<file path="config.mk">
export PLATFORM = sky130hd
export DESIGN_NAME = page_stack_top
export DESIGN_NICKNAME = d
export VERILOG_FILES = /design/src/rtl/page_stack_pkg.sv /design/src/rtl/page_map.sv /design/src/rtl/page_stack_level.sv /design/src/rtl/page_stack_top.sv
export SDC_FILE = /design/constraint.sdc
export NUM_CORES = 1
export LEC_CHECK = 0
export ABC_AREA = 1
export BUFFER_PORTS_ARGS = -buffer_cell sky130_fd_sc_hd__buf_4
export CAP_MARGIN = 20
export CORE_MARGIN = 4
export CORE_UTILIZATION = 40
export DETAILED_ROUTE_END_ITERATION = 10
export GPL_ROUTABILITY_DRIVEN = 0
export PLACE_DENSITY = 0.62
export SLEW_MARGIN = 20
export SYNTH_ARGS = -nofsm -noshare
export SYNTH_HDL_FRONTEND = slang
export SYNTH_SLANG_ARGS = --single-unit
</file>
<file path="constraint.sdc">
create_clock -name clk_i -period 2.6 [get_ports clk_i]
set_input_delay 0.52 -clock clk_i [delete_from_list [all_inputs] [get_ports clk_i]]
set_output_delay 0.52 -clock clk_i [all_outputs]
set_load 0.02 [all_outputs]
</file>
<file path="src/rtl/page_stack_pkg.sv">
package page_stack_pkg;
  localparam int unsigned PAGE_W  = 8;
  localparam int unsigned SRC_W   = 4;
  localparam int unsigned DEPTH   = 3;
  localparam int unsigned ADDR_W  = 2;
  localparam int unsigned CTRL_ADDR = DEPTH;

  localparam logic [PAGE_W-1:0] PAGE_EVEN = 8'h00;
  localparam logic [PAGE_W-1:0] PAGE_ODD  = 8'h0F;

  typedef logic [PAGE_W-1:0] page_t;
endpackage

</file>
<file path="src/rtl/page_map.sv">
module page_map
  import page_stack_pkg::*;
#(
  parameter int unsigned N_SRC = 1 << SRC_W
) (
  input  logic [SRC_W-1:0] src_i,
  output page_t            page_o
);
  page_t table_q [N_SRC];

  // constant table computed per source index
  for (genvar s = 0; s < N_SRC; s++) begin : g_tab
    assign table_q[s] = (s % 2 == 1) ? PAGE_ODD : PAGE_EVEN;
  end

  assign page_o = table_q[src_i];
endmodule

</file>
<file path="src/rtl/page_stack_level.sv">
module page_stack_level
  import page_stack_pkg::*;
(
  input  logic  clk_i,
  input  logic  rst_ni,
  input  logic  push_i,
  input  logic  pop_i,
  input  logic  wr_i,
  input  page_t wdata_i,
  input  page_t above_i,
  input  page_t below_i,
  output page_t q_o
);
  page_t q_q;

  always_ff @(posedge clk_i or negedge rst_ni) begin
    if (!rst_ni)     q_q <= '0;
    else if (push_i) q_q <= above_i;
    else if (pop_i)  q_q <= below_i;
    else if (wr_i)   q_q <= wdata_i;
  end

  assign q_o = q_q;
endmodule

</file>
<file path="src/rtl/page_stack_top.sv">
module page_stack_top
  import page_stack_pkg::*;
(
  input  logic              clk_i,
  input  logic              rst_ni,
  input  logic              irq_take_i,
  input  logic [SRC_W-1:0]  irq_src_i,
  input  logic              irq_ret_i,
  input  logic [ADDR_W-1:0] reg_addr_i,
  input  logic              reg_wr_i,
  input  logic [PAGE_W-1:0] reg_wdata_i,
  output logic [PAGE_W-1:0] reg_rdata_o
);
  page_t lvl   [DEPTH];
  page_t above [DEPTH];
  page_t below [DEPTH];
  page_t map_page;
  logic  en_q;
  logic  push, pop;

  assign push = irq_take_i & en_q;
  assign pop  = irq_ret_i & en_q & ~irq_take_i;

  page_map u_map (
    .src_i  (irq_src_i),
    .page_o (map_page)
  );

  for (genvar i = 0; i < DEPTH; i++) begin : g_lvl
    if (i == 0) begin : g_head
      assign above[i] = map_page;
    end else begin : g_mid
      assign above[i] = lvl[i-1];
    end
    if (i == DEPTH - 1) begin : g_tail
      assign below[i] = lvl[i]; // bottom holds on pop
    end else begin : g_up
      assign below[i] = lvl[i+1];
    end

    page_stack_level u_lvl (
      .clk_i   (clk_i),
      .rst_ni  (rst_ni),
      .push_i  (push),
      .pop_i   (pop),
      .wr_i    (reg_wr_i && (reg_addr_i == ADDR_W'(i))),
      .wdata_i (reg_wdata_i),
      .above_i (above[i]),
      .below_i (below[i]),
      .q_o     (lvl[i])
    );
  end

  always_ff @(posedge clk_i or negedge rst_ni) begin
    if (!rst_ni) en_q <= 1'b1;
    else if (reg_wr_i && reg_addr_i == ADDR_W'(CTRL_ADDR)) en_q <= reg_wdata_i[0];
  end

  always_comb begin
    reg_rdata_o = '0;
    if (reg_addr_i == ADDR_W'(CTRL_ADDR)) reg_rdata_o = {{(PAGE_W-1){1'b0}}, en_q};
    else begin
      for (int k = 0; k < DEPTH; k++)
        if (reg_addr_i == ADDR_W'(k)) reg_rdata_o = lvl[k];
    end
  end

  AST_PUSH_PAGE: assert property (@(posedge clk_i) disable iff (!rst_ni)
    (irq_take_i && en_q) |=> (lvl[0] == (($past(irq_src_i) % 2 == 1) ? PAGE_ODD : PAGE_EVEN)));
  AST_PUSH_SHIFT: assert property (@(posedge clk_i) disable iff (!rst_ni)
    (irq_take_i && en_q) |=> (lvl[1] == $past(lvl[0]) && lvl[2] == $past(lvl[1])));
  AST_POP_SHIFT: assert property (@(posedge clk_i) disable iff (!rst_ni)
    (irq_ret_i && !irq_take_i && en_q) |=> (lvl[0] == $past(lvl[1]) && lvl[1] == $past(lvl[2]) && $stable(lvl[2])));
  AST_DISABLED_HOLD: assert property (@(posedge clk_i) disable iff (!rst_ni)
    (!en_q && !reg_wr_i) |=> ($stable(lvl[0]) && $stable(lvl[1]) && $stable(lvl[2])));
  AST_CTRL_WR: assert property (@(posedge clk_i) disable iff (!rst_ni)
    (reg_wr_i && reg_addr_i == ADDR_W'(CTRL_ADDR)) |=> (en_q == $past(reg_wdata_i[0])));
endmodule

</file>
==> metrics.cfg, run 1 <==
[status]
status = complete, no violations

[synthesis]
ys_types = 22
mappedNetlistArea_mm2 = 0.001642
synthCells = 241
ys_ff_latch = 25
mappedNetlistNets = 260
synth.avg_cell_area_um2 = 6.812
synth-warning-count = 0
synth_sequential_area_ratio_pct = 38.19

[worst_hold_path]
timing.hold.worst.class = input port to asynchronous set/reset pin

[finish]
final.fill_count = 423
fin_util_pct = 47.83
mostFrequentLayoutCell = nand2_1
top_library_cells_by_usage_in_the_layout_fill_and_taps_aside = nand2_1, buf_4, dfrtp_1
fraction_of_final_layout_cells_with_drive_strength_greater_than_1_pct = 17.87
total_nets_final = 283
diode_insertion_count_for_antenna_repair = 0
syn2layout_area_growth_pct = 15.70

[power]
ir_worst_vdd_v = 0.0002686
cellLeakagePower_nw = 1.025
pwr_density_cell_mw_per_mm2 = 681.9

[floorplan]
chipHeight_um = 72.06
initial_core_util_pct = 41.34
std_cell_rows = 23
boundaryPins = 27
die_area_mm2 = 0.005193
horizontal_die_dimension_um = 72.06
design.core.area_mm2 = 0.003971

[setup_path]
rrSetupSlack_ps = 1080
path_max_fanout = 8
crit_path_capture_type = output port
timing.critical_path.from_type = input port
worst_ep_required_time_ps = 2080
cells_along_the_critical_path = buf_4, inv_2, nand2_1, o211ai_1, buf_4
critPathSlowestCell = o211ai_1
r2r-end = g_lvl[0].u_lvl.q_o[5]
cpLargestDelayFamily = buffers and inverters
timing.reg2reg.worst_path_depth = 6
cp_data_arrival_time_ps = 1490
cp_num_buf_inv = 3
crit_path_frequent_cell = buf_4
cp_slowest_stage_delay_ps = 320
critical_path.reg2reg.startpoint = en_q
critical_path_class = input port to output port

[timing]
fin_skew_ps = 3.746
timing.fmax_mhz = 496.9
worst_path_setup_slack_after_routing_ps = 587.4
timing.max_slew.rel_slack_pct = 71.55
finalCriticalPeriod_ps = 2013
grt_setup_unrepaired = no
worst-slew-pin-transition_ps = 425.2
timing.final.crit_share_pct = 77.41
timing.final.hold_violations = 0
report.final.slew_viol_count = 0
final_report_setup_violation_count = 0
setup_tns_ps = 0

[global_route]
first_global_vias = 1609
antenna_found_initial = 0
met2_usage_pct = 29.22
met1_usage_pct = 25.20
grt_remaining_overflow = 0
grt_pass1_wl_um = 7500
grt_start_max_net_pins = 26
grt_use_met3_pct = 3.463
grtUsageTotal_pct = 18.54
grt_busiest_layer = met2

[clocking]
clock_tree_from_tritoncts = yes
cts_setup_buffers = 0
clock_latency_ps = 280
hold_bufs_inserted_after_cts = 0
cts.root.buffer_cell = clkbuf_8
cts_num_sinks = 25
cts_buffers = 3
clk_pin_slew_ps = 90
clock_path_buffers = 2
postCtsResizedCells = 0
htree_levels = 1

[place]
placement.io_buffers = 23
preCtsSetupSlack_ps = 634.4
place_hpwl_um = 3036

[detailed_routing]
initial_drt_pass_iterations = 4
detail-route-antenna-nets = 0
route.vias.total = 1608
drt_iter0_markers = 148
drt_wl_total_um = 4436
vias_per_cell = 5.137
drcViolationCount = 0
route.detailed.wl_per_inst_um = 14.17

[run]
drv_cap = 0

kinds of logic (layout without fill, tap and decap cells):
kind of cell           Yosys count  count (layout)  synth area share [%]
AND/OR/NAND/NOR                155             155                 42.38
AO/OA/AOI/OAI                   32              32                 11.89
buffers and inverters           29              51                 7.545
flip-flops                      25              25                 38.19
cells in the mapped netlist:
master,number,area (um^2)
a21oi_1,7,35.03
a21oi_4,1,16.27
buf_2,6,30.03
buf_4,2,15.01
dfrtp_1,24,600.6
dfstp_2,1,26.28
inv_1,18,67.56
inv_2,3,11.26
nand2_1,109,409.1
nand2_2,3,18.77
nand2_4,3,33.78
nand3_1,21,105.1
nand3_2,1,10.01
nand3_4,1,17.52
nand4_1,7,43.79
nor2_1,6,22.52
nor2_4,2,22.52
o211ai_1,5,37.54
o21ai_0,16,80.08
o21ai_2,1,8.760
o221ai_1,2,17.52
or2_2,2,12.51
flip-flops by register name, summed over array words and instances (netlist names):
signal / cells
g_lvl.u_lvl.q_o: 24
en_q: 1
worst max-delay path by stage:
stage	depth (start not counted)	endpoint	startpoint
after floorplan	3	reg_rdata_o[4]	reg_addr_i[1]
after global placement	5	reg_rdata_o[6]	reg_addr_i[1]
after detailed placement	5	reg_rdata_o[6]	reg_addr_i[1]
after CTS	5	reg_rdata_o[6]	reg_addr_i[1]
after global routing	5	reg_rdata_o[6]	reg_addr_i[1]
final	5	reg_rdata_o[6]	reg_addr_i[1]
metrics by stage:
stage	power, mW	hold slack [ps]	area, um^2	cells
floorplan	0.8948	224.4	1642	241
global placement	1.057	451.3	1854	309
detailed placement	1.063	449.8	1854	309
CTS	1.307	145.9	1899	313
global route	1.402	153.0	1899	313
finish	1.295	140.2	1899	313
report_power, final:
group          switching (mW)  leakage, nW  internal, mW
Combinational           0.299        0.693         0.176
Sequential             0.0759        0.309         0.500
Clock                   0.133       0.0228         0.110
Total                   0.508         1.03         0.787
cell type report:
| class | instances | area, um^2 | share of cell area (%) |
|---|---|---|---|
| clock buffers | 4 | 45.04 | 2.372 |
| inverters | 21 | 78.83 | 4.150 |
| multi-input cells | 187 | 890.9 | 46.90 |
| flip-flops and latches | 25 | 626.9 | 33.00 |
| well taps | 50 | 62.56 | 3.294 |
| repair buffers | 26 | 195.2 | 10.28 |
routing by layer:
metal  up-vias  share of wire [%]
li1        826                  -
met1       722                 46
met2        51                 45
met3         9                6.8
met4         0                2.1
met5         -                  0
Note: power is estimated with default switching activity, not from simulation.
==> inputs of run 2 (changes only) <==
- ABC_AREA: 1 -> 0
- clock period: 2.6 -> 2.08 ns (I/O delays scaled with it)
==> run 2 against run 1 <==
Compared with the run above: worst setup slack worse by 440 ps; global-route usage is 1.6 points lower; sequential power up 39%; critical path type is now register to output port; critical endpoint is now reg_rdata_o[0]; highest routed layer unchanged.
==> metrics.cfg, run 2 <==
[synthesis]
synth_most_common_cell = dfrtp_1
post_synth_fa_ha_maj_area_fraction_pct = 0
synth.avg_cell_area_um2 = 10.75
synth-xor-area-share_pct = 0
synth_sequential_area_ratio_pct = 39.14
post_synthesis_mux_area_share_pct = 24.61
ys_dominant_reg_cell = dfrtp_1
ys_types = 29
postSynth.asyncResetShare_pct = 100.0
ys_ff_latch = 25
synth_top_family_by_area = multiplexers
synth-compound-area-share_pct = 18.59
simple_gate_share_of_the_synthesized_area_pct = 12.19
synth_top_cells_by_area = dfrtp_1, mux2i_1, mux2_4, o2bb2ai_1, mux2_2
mappedNetlistArea_mm2 = 0.001602
synth-edff-count = 0
mappedNetlistNets = 168
synthTopCellsByCount = dfrtp_1, mux2i_1, o2bb2ai_1, mux2_2
yosysTopAreaCell = dfrtp_1
synth_top_area_share_pct = 37.50
synthCells = 149
synth-warning-count = 0

[setup_path]
crit_path_frequent_cell = buf_4
logic_depth_of_the_worst_path_buffers_included = 3
cpLargestDelayFamily = multiplexers
timing.reg2reg.worst_path_depth = 4
cp_data_arrival_time_ps = 1520
cells_along_the_critical_path = buf_4, mux4_2, buf_4
timing.critical_path.from_type = register
crit_path_capture_type = output port
cp_num_buf_inv = 2
cp_slowest_stage_delay_ps = 470
cp-startpoint = en_q
critical_path.reg2reg.startpoint = en_q
path_max_fanout = 10
critPathSlowestCell = mux4_2
critical_path_class = register to output port
worst_ep_required_time_ps = 1660

[worst_hold_path]
timing.hold.worst.class = input port to asynchronous set/reset pin

[global_route]
grt_remaining_overflow = 0
grt_pass1_wl_um = 6927
grt_start_max_net_pins = 26
grtUsageTotal_pct = 16.96
first_global_vias = 1334
antenna_found_initial = 0

[floorplan]
initial_core_util_pct = 42.47
chipHeight_um = 71.28
design.core.area_mm2 = 0.003771
boundaryPins = 27
horizontal_die_dimension_um = 71.28
die_area_mm2 = 0.005080
std_cell_rows = 22

[timing]
finalCriticalPeriod_ps = 1934
final_report_setup_violation_count = 0
setup_tns_ps = 0
timing.max_slew.rel_slack_pct = 71.12
timing.final.crit_share_pct = 92.98
timing.fmax_mhz = 517.1
report.final.slew_viol_count = 0
worst-slew-pin-transition_ps = 433.2
timing.final.hold_violations = 0
fin_skew_ps = 1.244
grt_setup_unrepaired = no

[clocking]
cts_setup_buffers = 0
clk_pin_slew_ps = 100
clock_path_buffers = 2
cts_buffers = 3
clock_latency_ps = 270
htree_levels = 1
clock_tree_from_tritoncts = yes
cts.root.buffer_cell = clkbuf_8
postCtsResizedCells = 0
cts_num_sinks = 25
hold_bufs_inserted_after_cts = 0

[finish]
fraction_of_final_layout_cells_with_drive_strength_greater_than_1_pct = 35.06
final.fill_count = 339
max_reg_flops = 24
top_library_cells_by_usage_in_the_layout_fill_and_taps_aside = buf_4, dfrtp_1, mux2i_1
area_taken_by_flip_flops_and_latches_um2 = 626.9
post-route-cell-area_mm2 = 0.001883
total_nets_final = 194
syn2layout_area_growth_pct = 17.58
diode_insertion_count_for_antenna_repair = 0
multi_input_area_um2 = 887.1
mostFrequentLayoutCell = buf_4

[place]
place_area_mm2 = 0.001837
place_hpwl_um = 2825
placement.io_buffers = 23

[detailed_routing]
drt_wl_total_um = 4081
drcViolationCount = 0
initial_drt_pass_iterations = 4
route.vias.total = 1274
route.detailed.wl_per_inst_um = 18.38
detail-route-antenna-nets = 0
vias_per_cell = 5.739
drt_iter0_markers = 67

[power]
ir_worst_vdd_v = 0.0004545
cellLeakagePower_nw = 0.8553
pwr_density_cell_mw_per_mm2 = 955.2

[status]
status = complete, no violations

[run]
drv_cap = 0

## run 2: cell families (layout without fill, tap and decap cells)
family / count (synthesis) / count (layout)
multiplexers: 33 / 33
flip-flops: 25 / 25
AND/OR/NAND/NOR: 33 / 33
buffers and inverters: 16 / 41
AO/OA/AOI/OAI: 42 / 42
## run 2: metrics by stage
| stage | std cells | worst slack, ps | power (mW) | util [%] | hold slack, ps |
|---|---|---|---|---|---|
| 5_1_grt | 222 | 89.01 | 1.910 | 49.93 | 57.24 |
| 6_report | 222 | 146.0 | 1.799 | 49.93 | 36.78 |
| 4_1_cts | 222 | 138.6 | 1.808 | 49.93 | 45.51 |
| 2_1_floorplan | 149 | 485.5 | 1.265 | - | 120.4 |
| 3_5_place_dp | 218 | 250.9 | 1.504 | 48.71 | 350.4 |
| 3_3_place_gp | 218 | 254.7 | 1.473 | 48.71 | 343.0 |
## run 2: area by class of cell
class | instances | area share [%]
Timing Repair Buffer | 33 | 13.16
Sequential cell | 25 | 33.29
Clock inverter | 1 | 0.2658
Inverter | 4 | 0.7973
Tap cell | 48 | 3.189
Multi-Input combinational cell | 108 | 47.11
Clock buffer | 3 | 2.193
## run 2: worst paths after layout
kind	endpoint	slack [ps]
max reg2reg	g_lvl[2].u_lvl.q_o[3]	540
max in group asynchronous	en_q	1740
min in group clk_i	en_q	410
max	reg_rdata_o[0]	150
min	g_lvl[1].u_lvl.q_o[2]	40
min reg2reg	g_lvl[0].u_lvl.q_o[5]	530
## run 2: routing by layer
layer  global-route usage (%)  vias to the layer above  part of all wire, %
li1                         -                      598                    -
met1                    22.07                      653                   48
met2                    28.37                       19                   48
met3                    3.647                        4                  3.2
met4                    4.802                        0                  1.0
met5                        0                        -                    0
## run 2: worst reg2reg max path, delay by kind of cell, from the launching register on
kind                   cells  cell delay [ps]
flip-flops                 1              610
AND/OR/NAND/NOR            1               70
AO/OA/AOI/OAI              1              290
multiplexers               1              300
buffers and inverters      1              180
## run 2: power by group
part,internal (mW),switching (mW),leakage (nW)
registers,0.652,0.151,0.295
logic,0.376,0.315,0.535
clock network,0.134,0.171,0.0255
total,1.16,0.636,0.855
